==> src/rtl/sdcr_pkg.sv <==
package sdcr_pkg;
  localparam int REG_ID     = 0;
  localparam int REG_BUSCTL = 1;
  localparam int REG_F0BLK  = 2;
  localparam int REG_F1BLK  = 3;
  localparam int REG_SPEED  = 4;
  localparam int REG_ASYNC  = 5;
  localparam int REG_BUSY   = 6;
  localparam int REG_CMDERR = 7;
  localparam int REG_OCR    = 8;
  localparam int REG_XFER   = 9;

  localparam logic [3:0] VER_FORMAT = 4'h3;
  localparam logic [3:0] VER_SDIO   = 4'h4;
  localparam logic [3:0] VER_PHY    = 4'h3;

  localparam int ERR_LSB = 16;
endpackage

==> src/rtl/sdcr_pulse_gen.sv <==
module sdcr_pulse_gen #(
  parameter int W = 1
) (
  input  logic         clk,
  input  logic         rst,
  input  logic         fire,
  input  logic [W-1:0] val,
  output logic         pulse,
  output logic [W-1:0] val_q
);
  always_ff @(posedge clk) begin
    if (rst) begin
      pulse <= 1'b0;
      val_q <= '0;
    end else begin
      pulse <= fire;
      val_q <= fire ? val : '0;
    end
  end

  // a pulse only follows an accepted trigger
  assert_pulse_cause_R7: assert property (@(posedge clk) disable iff (rst)
    pulse |-> $past(fire));
  assert_pulse_drop_R7: assert property (@(posedge clk) disable iff (rst)
    !$past(fire) |-> !pulse && (val_q == '0));
endmodule

==> src/rtl/sdcr_status_cap.sv <==
module sdcr_status_cap #(
  parameter int W = 4,
  parameter bit CLR_ON_READ = 1'b0
) (
  input  logic         clk,
  input  logic         rst,
  input  logic         upd,
  input  logic [W-1:0] din,
  input  logic         rd_clr,
  output logic [W-1:0] q
);
  generate
    if (CLR_ON_READ) begin : g_clr
      // an update in the same cycle as a clearing read wins
      always_ff @(posedge clk) begin
        if (rst)         q <= '0;
        else if (upd)    q <= din;
        else if (rd_clr) q <= '0;
      end
      assert_clr_on_read_R10: assert property (@(posedge clk) disable iff (rst)
        $past(rd_clr && !upd) |-> (q == '0));
    end else begin : g_hold
      always_ff @(posedge clk) begin
        if (rst)      q <= '0;
        else if (upd) q <= din;
      end
      assert_err_hold_R8: assert property (@(posedge clk) disable iff (rst)
        !$past(upd) |-> $stable(q));
    end
  endgenerate

  assert_capture_R8: assert property (@(posedge clk) disable iff (rst)
    upd |=> (q == $past(din)));
endmodule

==> src/rtl/sdcr_busy_mux.sv <==
module sdcr_busy_mux (
  input  logic clk,
  input  logic rst,
  input  logic ovr,
  input  logic ovr_val,
  input  logic busy_in,
  output logic busy_out
);
  always_ff @(posedge clk) begin
    if (rst) busy_out <= 1'b0;
    else     busy_out <= ovr ? ovr_val : busy_in;
  end

  assert_busy_follow_R6: assert property (@(posedge clk) disable iff (rst)
    !$past(ovr) |-> (busy_out == $past(busy_in)));
  assert_busy_forced_R6: assert property (@(posedge clk) disable iff (rst)
    $past(ovr) |-> (busy_out == $past(ovr_val)));
endmodule

==> src/rtl/sdcr_regfile.sv <==
module sdcr_regfile
  import sdcr_pkg::*;
#(
  parameter int ADDR_W = 8,
  parameter int DATA_W = 32,
  parameter int BLK_W  = 12,
  parameter int OCR_W  = 24,
  parameter logic [OCR_W-1:0] OCR_RST = 24'hFFFFC0,
  parameter bit ASYNC_SUPPORT = 1'b1,
  parameter int ERR_W  = 6,
  parameter int XST_W  = 4
) (
  input  logic              clk,
  input  logic              rst,
  input  logic [ADDR_W-1:0] addr,
  input  logic              wr_en,
  input  logic [DATA_W-1:0] wdata,
  input  logic              rd_en,
  output logic [DATA_W-1:0] rdata,
  input  logic              busy_in,
  input  logic              cmd_done,
  input  logic [ERR_W-1:0]  cmd_err,
  input  logic              xfer_upd,
  input  logic [XST_W-1:0]  xfer_wr_st,
  input  logic [XST_W-1:0]  xfer_rd_st,
  output logic              fn_enable,
  output logic              hs_enable,
  output logic              async_int_en,
  output logic [1:0]        bus_width,
  output logic [BLK_W-1:0]  f0_blk_size,
  output logic [BLK_W-1:0]  f1_blk_size,
  output logic              busy_out,
  output logic              abort_pulse,
  output logic [2:0]        abort_fn,
  output logic              reset_pulse
);
  localparam int WIDX_W = ADDR_W - 2;

  logic [WIDX_W-1:0] widx;
  assign widx = addr[ADDR_W-1:2];

  logic sel_id, sel_bus, sel_f0, sel_f1, sel_spd, sel_async, sel_busy, sel_ocr, sel_xfer;
  assign sel_id    = (widx == WIDX_W'(REG_ID));
  assign sel_bus   = (widx == WIDX_W'(REG_BUSCTL));
  assign sel_f0    = (widx == WIDX_W'(REG_F0BLK));
  assign sel_f1    = (widx == WIDX_W'(REG_F1BLK));
  assign sel_spd   = (widx == WIDX_W'(REG_SPEED));
  assign sel_async = (widx == WIDX_W'(REG_ASYNC));
  assign sel_busy  = (widx == WIDX_W'(REG_BUSY));
  assign sel_ocr   = (widx == WIDX_W'(REG_OCR));
  assign sel_xfer  = (widx == WIDX_W'(REG_XFER));

  logic             fn_en_q, hs_en_q, async_q, busy_ov_q, busy_val_q;
  logic [1:0]       bw_q;
  logic [BLK_W-1:0] f0_q, f1_q;
  logic [OCR_W-1:0] ocr_q;
  logic [ERR_W-1:0] err_q;
  logic [XST_W-1:0] xwr_q, xrd_q;

  always_ff @(posedge clk) begin
    if (rst) begin
      fn_en_q    <= 1'b0;
      hs_en_q    <= 1'b0;
      busy_ov_q  <= 1'b0;
      busy_val_q <= 1'b0;
      bw_q       <= '0;
      f0_q       <= '0;
      f1_q       <= '0;
      ocr_q      <= OCR_RST;
    end else if (wr_en) begin
      if (sel_id)   fn_en_q <= wdata[16];
      if (sel_bus)  bw_q    <= wdata[1:0];
      if (sel_f0)   f0_q    <= wdata[BLK_W-1:0];
      if (sel_f1)   f1_q    <= wdata[BLK_W-1:0];
      if (sel_spd)  hs_en_q <= wdata[0];
      if (sel_ocr)  ocr_q   <= wdata[OCR_W-1:0];
      if (sel_busy) begin
        busy_val_q <= wdata[0];
        busy_ov_q  <= wdata[1];
      end
    end
  end

  generate
    if (ASYNC_SUPPORT) begin : g_async
      always_ff @(posedge clk) begin
        if (rst)                       async_q <= 1'b0;
        else if (wr_en && sel_async)   async_q <= wdata[1];
      end
    end else begin : g_noasync
      assign async_q = 1'b0;
    end
  endgenerate

  sdcr_pulse_gen #(.W(3)) u_abort (
    .clk(clk), .rst(rst),
    .fire(wr_en && sel_bus && (wdata[6:4] != 3'd0)),
    .val(wdata[6:4]), .pulse(abort_pulse), .val_q(abort_fn));

  logic rst_fn_unused;
  sdcr_pulse_gen #(.W(1)) u_cardrst (
    .clk(clk), .rst(rst),
    .fire(wr_en && sel_bus && wdata[8]),
    .val(1'b1), .pulse(reset_pulse), .val_q(rst_fn_unused));

  sdcr_status_cap #(.W(ERR_W), .CLR_ON_READ(1'b0)) u_cmderr (
    .clk(clk), .rst(rst), .upd(cmd_done), .din(cmd_err), .rd_clr(1'b0), .q(err_q));

  logic xfer_clr;
  assign xfer_clr = rd_en && sel_xfer;

  sdcr_status_cap #(.W(XST_W), .CLR_ON_READ(1'b1)) u_xwr (
    .clk(clk), .rst(rst), .upd(xfer_upd), .din(xfer_wr_st), .rd_clr(xfer_clr), .q(xwr_q));
  sdcr_status_cap #(.W(XST_W), .CLR_ON_READ(1'b1)) u_xrd (
    .clk(clk), .rst(rst), .upd(xfer_upd), .din(xfer_rd_st), .rd_clr(xfer_clr), .q(xrd_q));

  sdcr_busy_mux u_busy (
    .clk(clk), .rst(rst), .ovr(busy_ov_q), .ovr_val(busy_val_q),
    .busy_in(busy_in), .busy_out(busy_out));

  logic [DATA_W-1:0] rd_mux;
  logic              map_hit;

  always_comb begin
    rd_mux  = '0;
    map_hit = 1'b1;
    case (widx)
      WIDX_W'(REG_ID): begin
        rd_mux[3:0]  = VER_FORMAT;
        rd_mux[7:4]  = VER_SDIO;
        rd_mux[11:8] = VER_PHY;
        rd_mux[16]   = fn_en_q;
      end
      WIDX_W'(REG_BUSCTL): rd_mux[1:0] = bw_q;
      WIDX_W'(REG_F0BLK):  rd_mux[BLK_W-1:0] = f0_q;
      WIDX_W'(REG_F1BLK):  rd_mux[BLK_W-1:0] = f1_q;
      WIDX_W'(REG_SPEED): begin
        rd_mux[0] = hs_en_q;
        rd_mux[1] = 1'b1;
      end
      WIDX_W'(REG_ASYNC): begin
        rd_mux[0] = ASYNC_SUPPORT;
        rd_mux[1] = async_q;
      end
      WIDX_W'(REG_BUSY): begin
        rd_mux[0] = busy_val_q;
        rd_mux[1] = busy_ov_q;
      end
      WIDX_W'(REG_CMDERR): rd_mux[ERR_LSB +: ERR_W] = err_q;
      WIDX_W'(REG_OCR):    rd_mux[OCR_W-1:0] = ocr_q;
      WIDX_W'(REG_XFER): begin
        rd_mux[XST_W-1:0]       = xwr_q;
        rd_mux[2*XST_W-1:XST_W] = xrd_q;
      end
      default: map_hit = 1'b0;
    endcase
  end

  always_ff @(posedge clk) begin
    if (rst)        rdata <= '0;
    else if (rd_en) rdata <= rd_mux;
  end

  assign fn_enable    = fn_en_q;
  assign hs_enable    = hs_en_q;
  assign async_int_en = async_q;
  assign bus_width    = bw_q;
  assign f0_blk_size  = f0_q;
  assign f1_blk_size  = f1_q;

  assert_unmapped_zero_R11: assert property (@(posedge clk) disable iff (rst)
    $past(rd_en && !map_hit) |-> (rdata == '0));
  assert_async_gate_R5: assert property (@(posedge clk) disable iff (rst)
    $rose(async_int_en) |-> $past(wr_en && sel_async && wdata[1]));
  assert_rdata_hold_R1: assert property (@(posedge clk) disable iff (rst)
    !$past(rd_en) |-> $stable(rdata));
endmodule

==> config.mk <==
export PLATFORM = sky130hd
export DESIGN_NAME = sdcr_regfile
export DESIGN_NICKNAME = d
export VERILOG_FILES = /design/src/rtl/sdcr_pkg.sv /design/src/rtl/sdcr_pulse_gen.sv /design/src/rtl/sdcr_status_cap.sv /design/src/rtl/sdcr_busy_mux.sv /design/src/rtl/sdcr_regfile.sv
export SDC_FILE = /design/constraint.sdc
export NUM_CORES = 1
export LEC_CHECK = 0
export ABC_AREA = 0
export BUFFER_PORTS_ARGS = -buffer_cell sky130_fd_sc_hd__clkbuf_2
export CAP_MARGIN = 15
export CELL_PAD_IN_SITES_DETAIL_PLACEMENT = 0
export CELL_PAD_IN_SITES_GLOBAL_PLACEMENT = 2
export CORE_MARGIN = 2
export CORE_UTILIZATION = 29
export CTS_CLUSTER_SIZE = 8
export DETAILED_ROUTE_END_ITERATION = 16
export HOLD_SLACK_MARGIN = 0.02
export PLACE_DENSITY = 0.83
export SYNTH_ARGS = -nofsm -noshare
export SYNTH_HDL_FRONTEND = slang
export SYNTH_SLANG_ARGS = --single-unit
export TNS_END_PERCENT = 10
==> constraint.sdc <==
create_clock -name clk -period 1.75 [get_ports clk]
set_clock_uncertainty 0.1 [all_clocks]
set_input_delay 0.0875 -clock clk [delete_from_list [all_inputs] [get_ports clk]]
set_output_delay 0.0875 -clock clk [all_outputs]
set_load 0.03 [all_outputs]
==> results of run 1 <==
==> registers in the layout, summed over array words and instances, names as in the netlist, 2 cells and up <==
signal,flops
u_xrd.q,4
ocr_q,24
f0_blk_size,12
rdata,24
u_cmderr.q,6
bus_width,2
u_xwr.q,4
f1_blk_size,12
u_abort.val_q,3
==> worst paths after layout <==
check,end
max,ocr_q[4]
min,u_cmderr.q[0]
max reg2reg,rdata[0]
min reg2reg,ocr_q[5]
==> placed cells by master, fill, tap and decap left out, drive strengths merged, types with 3 or more instances in the layout <==
cell and instances:
clkbuf 120, nand2 112, dfxtp 99, a21oi 46, nand3 43, dlygate4sd3 39, nor2 30, buf 27
nand3b 18, a22oi 14, mux2i 13, nand2b 11, conb 8, and2 8, nand4 7, a22o 7
a211oi 6, o21ai 4, and3 3, clkinv 3
==> cell families (layout without fill, tap and decap cells) <==
group | Yosys count | after routing | share of synthesized area, %
compound gates | 91 | 91 | 14.25
other cells | 1 | 8 | 0.09047
flops | 99 | 99 | 47.81
simple gates | 244 | 244 | 28.83
buf+inv | 49 | 193 | 5.886
mux | 13 | 13 | 3.139
==> report_power, final <==
part           total (W)  internal, W  switching [W]
logic           0.000442     0.000188       0.000253
registers        0.00231      0.00229      0.0000225
clock network    0.00199      0.00114       0.000848
total            0.00474      0.00362        0.00112
==> final cells by class <==
type | count | area share (%)
Clock buffer | 11 | 4.291
Inverter | 2 | 0.1327
Sequential cell | 99 | 35.04
Multi-Input combinational cell | 356 | 34.40
Clock inverter | 5 | 0.9290
Tap cell | 180 | 3.981
Timing Repair Buffer | 175 | 21.23
==> critical path, delay by kind of cell <==
kind / cells / cell delay, ns
AO/OA/AOI/OAI: 1 / 0.11
buffers and inverters: 3 / 0.61
AND/OR/NAND/NOR: 3 / 0.73
==> metrics by stage <==
step | instance area, sq um | setup slack (ns) | total power [W]
3_5_place_dp | 4971 | 0.04040 | 0.002731
2_1_floorplan | 4172 | 0.3852 | 0.002575
6_report | 5657 | 0.3675 | 0.004740
3_3_place_gp | 4971 | 0.03895 | 0.002727
5_1_grt | 5657 | 0.2580 | 0.004926
4_1_cts | 5657 | 0.3931 | 0.004802
==> layer usage <==
layer,up-vias,GRT usage [%],part of all wire [%]
met4,0,7.173,1.8
li1,1993,-,-
met3,17,3.828,5.5
met5,-,0,0
met2,118,28.61,46
met1,1906,24.31,47
==> results.cfg, run 1 <==
[sta]
drv_slew = 0
fin_tns_setup_ns = 0
fin_hold_ws_ns = 0.03660
fin_crit_sh_pct = 79.00
hold_viol = 0
rsz0062_at_grt = false
max_slew_margin_pct = 49.70
max_freq_mhz = 723.3
worst_slew_pin_slew_ns = 0.7517
layout_min_cycle_time_ns = 1.382
finalSetupViolCount = 0

[global_route]
grt_pass1_vias = 3938
grt_overflow = 0
grt_pass1_wl_microns = 20930
antenna_found_initial = 0
grt_max_degree = 29
track_usage_pct = 18.19

[synthesis]
syn_inst = 497
ys_top_cells_by_count = nand2_1, dfxtp_1, a21oi_1
synth_area_leaders = dfxtp_1, nand2_1, a21oi_1
yosys_warnings = 0
synth_top_flop_cell = dfxtp_1
ys_ff_latch = 99
synth_most_common_cell = nand2_1
synth_edf_count = 0
yosysSeqAreaShare_pct = 47.81
synthArstFlopShare_pct = 0
synth.avg_cell_area_sq_um = 8.340
yosys.area.top_type = dfxtp_1
post_synth_num_cell_types = 42
netlist_area_sq_um = 4145
synth_top_area_share_pct = 47.81

[placed_design]
routabilityCongestion = 0.8037
placed_cells = 773
place_hpwl_microns = 9393
io_buffers = 109

[worst_setup_path]
cp-startpoint = addr[2]
crit_chain = clkbuf_2 -> nor4_4 -> buf_4 -> and3_1 -> buf_12 -> nand2_1 -> a21oi_1
cp-start-kind = input pin
end_kind = register
cp_slowest_stage_delay_ns = 0.42
reg2reg_slack_ns = 0.63
reg2reg_depth = 4
cp_slowest_cell = nor4_4
critPathKind = in -> reg
worst_ep_required_time_ns = 1.93
worst-path-max-fanout = 20
cp.arrival_ns = 1.56
timing.rr.start = f0_blk_size[0]

[run_status]
run_status = finished clean

[pwr]
ir_drop_uv = 328.7
power_density_nw_per_um2 = 838.0
leakagePower_nw = 2.363

[cts]
cts-htree-levels = 3
clockBufferDepth = 2
holdBufCountCts = 39
ctsResizeCount = 0
cts_tree = yes
clockRootBuffer = clkbuf_16
insertion_delay_ns = 0.35
numCtsBuffers = 9
post_cts_buffers = 0
path_clk_slew_ns = 0.06
cts.sinks = 99

[routing]
drt_iter0_markers = 216
wirelength_microns = 13330
num_vias = 4034
ant_nets = 0
drt-pass1-iter-count = 6
detail_route.wl_per_cell_microns = 16.10
drt-vias-per-instance = 4.872
remaining_drc_errors = 0

[cells_and_area]
antenna_cells = 0
multi_input_area_sq_um = 1946
syn_to_final_growth_pct = 36.46
nFillCells = 1434
nNetsFinal = 704
register_area_sq_um = 1982
drive_gt1_share_pct = 24.54
fin_util_pct = 40.59
fin_cells = 828

[floorplanning]
row_count = 43
die_w_microns = 123.6
initial_core_util_pct = 29.75
pin_count = 128
die_y_microns = 123.6
dieArea_sq_um = 15270
core_area_sq_um = 13930

[min_path]
holdPathStages = 3
hold_class = in -> reg
hp-start = cmd_done

[job]
maxCapViolations = 0
Power figures use the tool's default switching activity.
==> run 2, diff against run 1 <==
--- a/config.mk
+++ b/config.mk
@@ -11,11 +11,11 @@
 export CELL_PAD_IN_SITES_DETAIL_PLACEMENT = 0
 export CELL_PAD_IN_SITES_GLOBAL_PLACEMENT = 2
 export CORE_MARGIN = 2
-export CORE_UTILIZATION = 29
+export CORE_UTILIZATION = 26
 export CTS_CLUSTER_SIZE = 8
 export DETAILED_ROUTE_END_ITERATION = 16
 export HOLD_SLACK_MARGIN = 0.02
-export PLACE_DENSITY = 0.83
+export PLACE_DENSITY = 0.79
 export SYNTH_ARGS = -nofsm -noshare
 export SYNTH_HDL_FRONTEND = slang
 export SYNTH_SLANG_ARGS = --single-unit
==> constraint.sdc (replaced) <==
create_clock -name clk -period 1.2 [get_ports clk]
set_clock_uncertainty 0.1 [all_clocks]
set_input_delay 0.06 -clock clk [delete_from_list [all_inputs] [get_ports clk]]
set_output_delay 0.06 -clock clk [all_outputs]
set_load 0.03 [all_outputs]
==> results.cfg, run 2 (synthesis results as in run 1) <==
[cells_and_area]
nNetsFinal = 737
drive_gt1_share_pct = 28.78
final_common_cell = nand2_1
final_cell_mix = nand2_1, clkbuf_2, dfxtp_1, buf_4, a21oi_1
fin_util_pct = 38.26
reg.largest.list = ocr_q: 24 flops, rdata: 24 flops
fin_cells = 897
multi_input_area_sq_um = 1971
syn_to_final_growth_pct = 45.03
antenna_cells = 0
register_area_sq_um = 1983
nFillCells = 1618

[global_route]
grt_pass1_wl_microns = 20680
grt_pass1_vias = 3963
track_usage_pct = 16.04
grt_max_degree = 43
grt_overflow = 0
antenna_found_initial = 0

[placed_design]
routabilityCongestion = 0.8374
pre_cts_ws_ns = -0.4438
place_hpwl_microns = 9935
placed_cells = 835
io_buffers = 109

[worst_setup_path]
worst_ep_required_time_ns = 1.37
worst-path-max-fanout = 6
critPathKind = in -> reg
end_kind = register
reg2reg_slack_ns = 0.10
cp.arrival_ns = 1.36
cp-start-kind = input pin

[sta]
layout_min_cycle_time_ns = 1.198
hold_viol = 0
fin_ws_ns = 0.002484
rsz0062_at_grt = true
fin_crit_sh_pct = 99.79
max_freq_mhz = 835.1
finalSetupViolCount = 0
fin_tns_setup_ns = 0
drv_slew = 0

[cts]
cts.sinks = 99
clockBufferDepth = 2
cts-htree-levels = 3
cts_tree = yes
numCtsBuffers = 9
path_clk_slew_ns = 0.07
insertion_delay_ns = 0.35
clockRootBuffer = clkbuf_16

[pwr]
power_density_nw_per_um2 = 1186
power_frac_clock_pct = 43.0
swShare_pct = 24.64
pwr-share-seq_pct = 47.2
finalPower_w = 0.007130
power.internal_w = 0.005373
p_comb_share_pct = 9.8
ir_drop_uv = 694.3
leakagePower_nw = 2.548
p_sw_w = 0.001757

[routing]
wirelength_microns = 13460
drt-pass1-iter-count = 4
num_vias = 4069
detail_route.wl_per_cell_microns = 15.00
remaining_drc_errors = 0
drt_iter0_markers = 216
drt-vias-per-instance = 4.536
ant_nets = 0

[floorplanning]
die_y_microns = 130.3
dieArea_sq_um = 16970
row_count = 46
pin_count = 128
die_w_microns = 130.3
core_area_sq_um = 15710
initial_core_util_pct = 26.38

[run_status]
run_status = finished clean

[job]
maxCapViolations = 0

[min_path]
hold_class = in -> reg
run 2: path summary, 6_finish.rpt:
kind                                 start  cells past startpoint         end
worst max-delay path               addr[6]                      7   rdata[19]
worst min-delay path              xfer_upd                      4  u_xwr.q[1]
worst max register to register  busy_val_q                      4    rdata[0]
worst min register to register    ocr_q[1]                      2    ocr_q[1]
run 2: final cells by class:
type | count | share of cell area, %
flip-flops and latches | 99 | 32.99
inverters | 2 | 0.1249
clock inverters | 6 | 1.270
clock buffers | 10 | 3.975
multi-input cells | 356 | 32.78
repair buffers | 208 | 24.37
well taps | 216 | 4.495
run 2: power by group through the flow:
stage	clock (W)	sequential, W	combinational [W]
finish	0.00306	0.00337	0.000698
global route	0.00332	0.00337	0.000757
CTS	0.00316	0.00337	0.000698
detailed placement	0	0.00344	0.000583
global placement	0	0.00344	0.000575
floorplan	0	0.00347	0.000288
run 2: through the flow:
stage                     cell area (sq um)  hold slack, ns
after floorplan                        4192         0.07794
after global placement                 5211          0.1775
after detailed placement               5211          0.1780
after CTS                              5968         0.04564
after global routing                   6012         0.07461
final                                  6012         0.04902
run 2: critical path, cell delays in order:
cell and delay [ns]:
clkbuf_2 0.11, buf_4 0.16, and4bb_2 0.35, and3b_2 0.29, buf_4 0.13, a22oi_1 0.05, a211oi_1 0.20
run 2: routing by layer:
metal	vias up	GRT usage (%)	wire length, microns
li1	2057	-	-
met1	1909	20.78	5962
met2	94	26.09	6547
met3	9	4.756	784
met4	0	4.364	164
met5	-	0	0
run 2: repair_timing:
item                                   in CTS  in global routing
endpoints found under the hold margin      75                  0
setup endpoints to repair                  11                 59
resized for setup                           5                  8
hold buffers                               42                  0
pin swaps                                   2                  6
gates cloned                                0                  0
buffers inserted                            1                  3
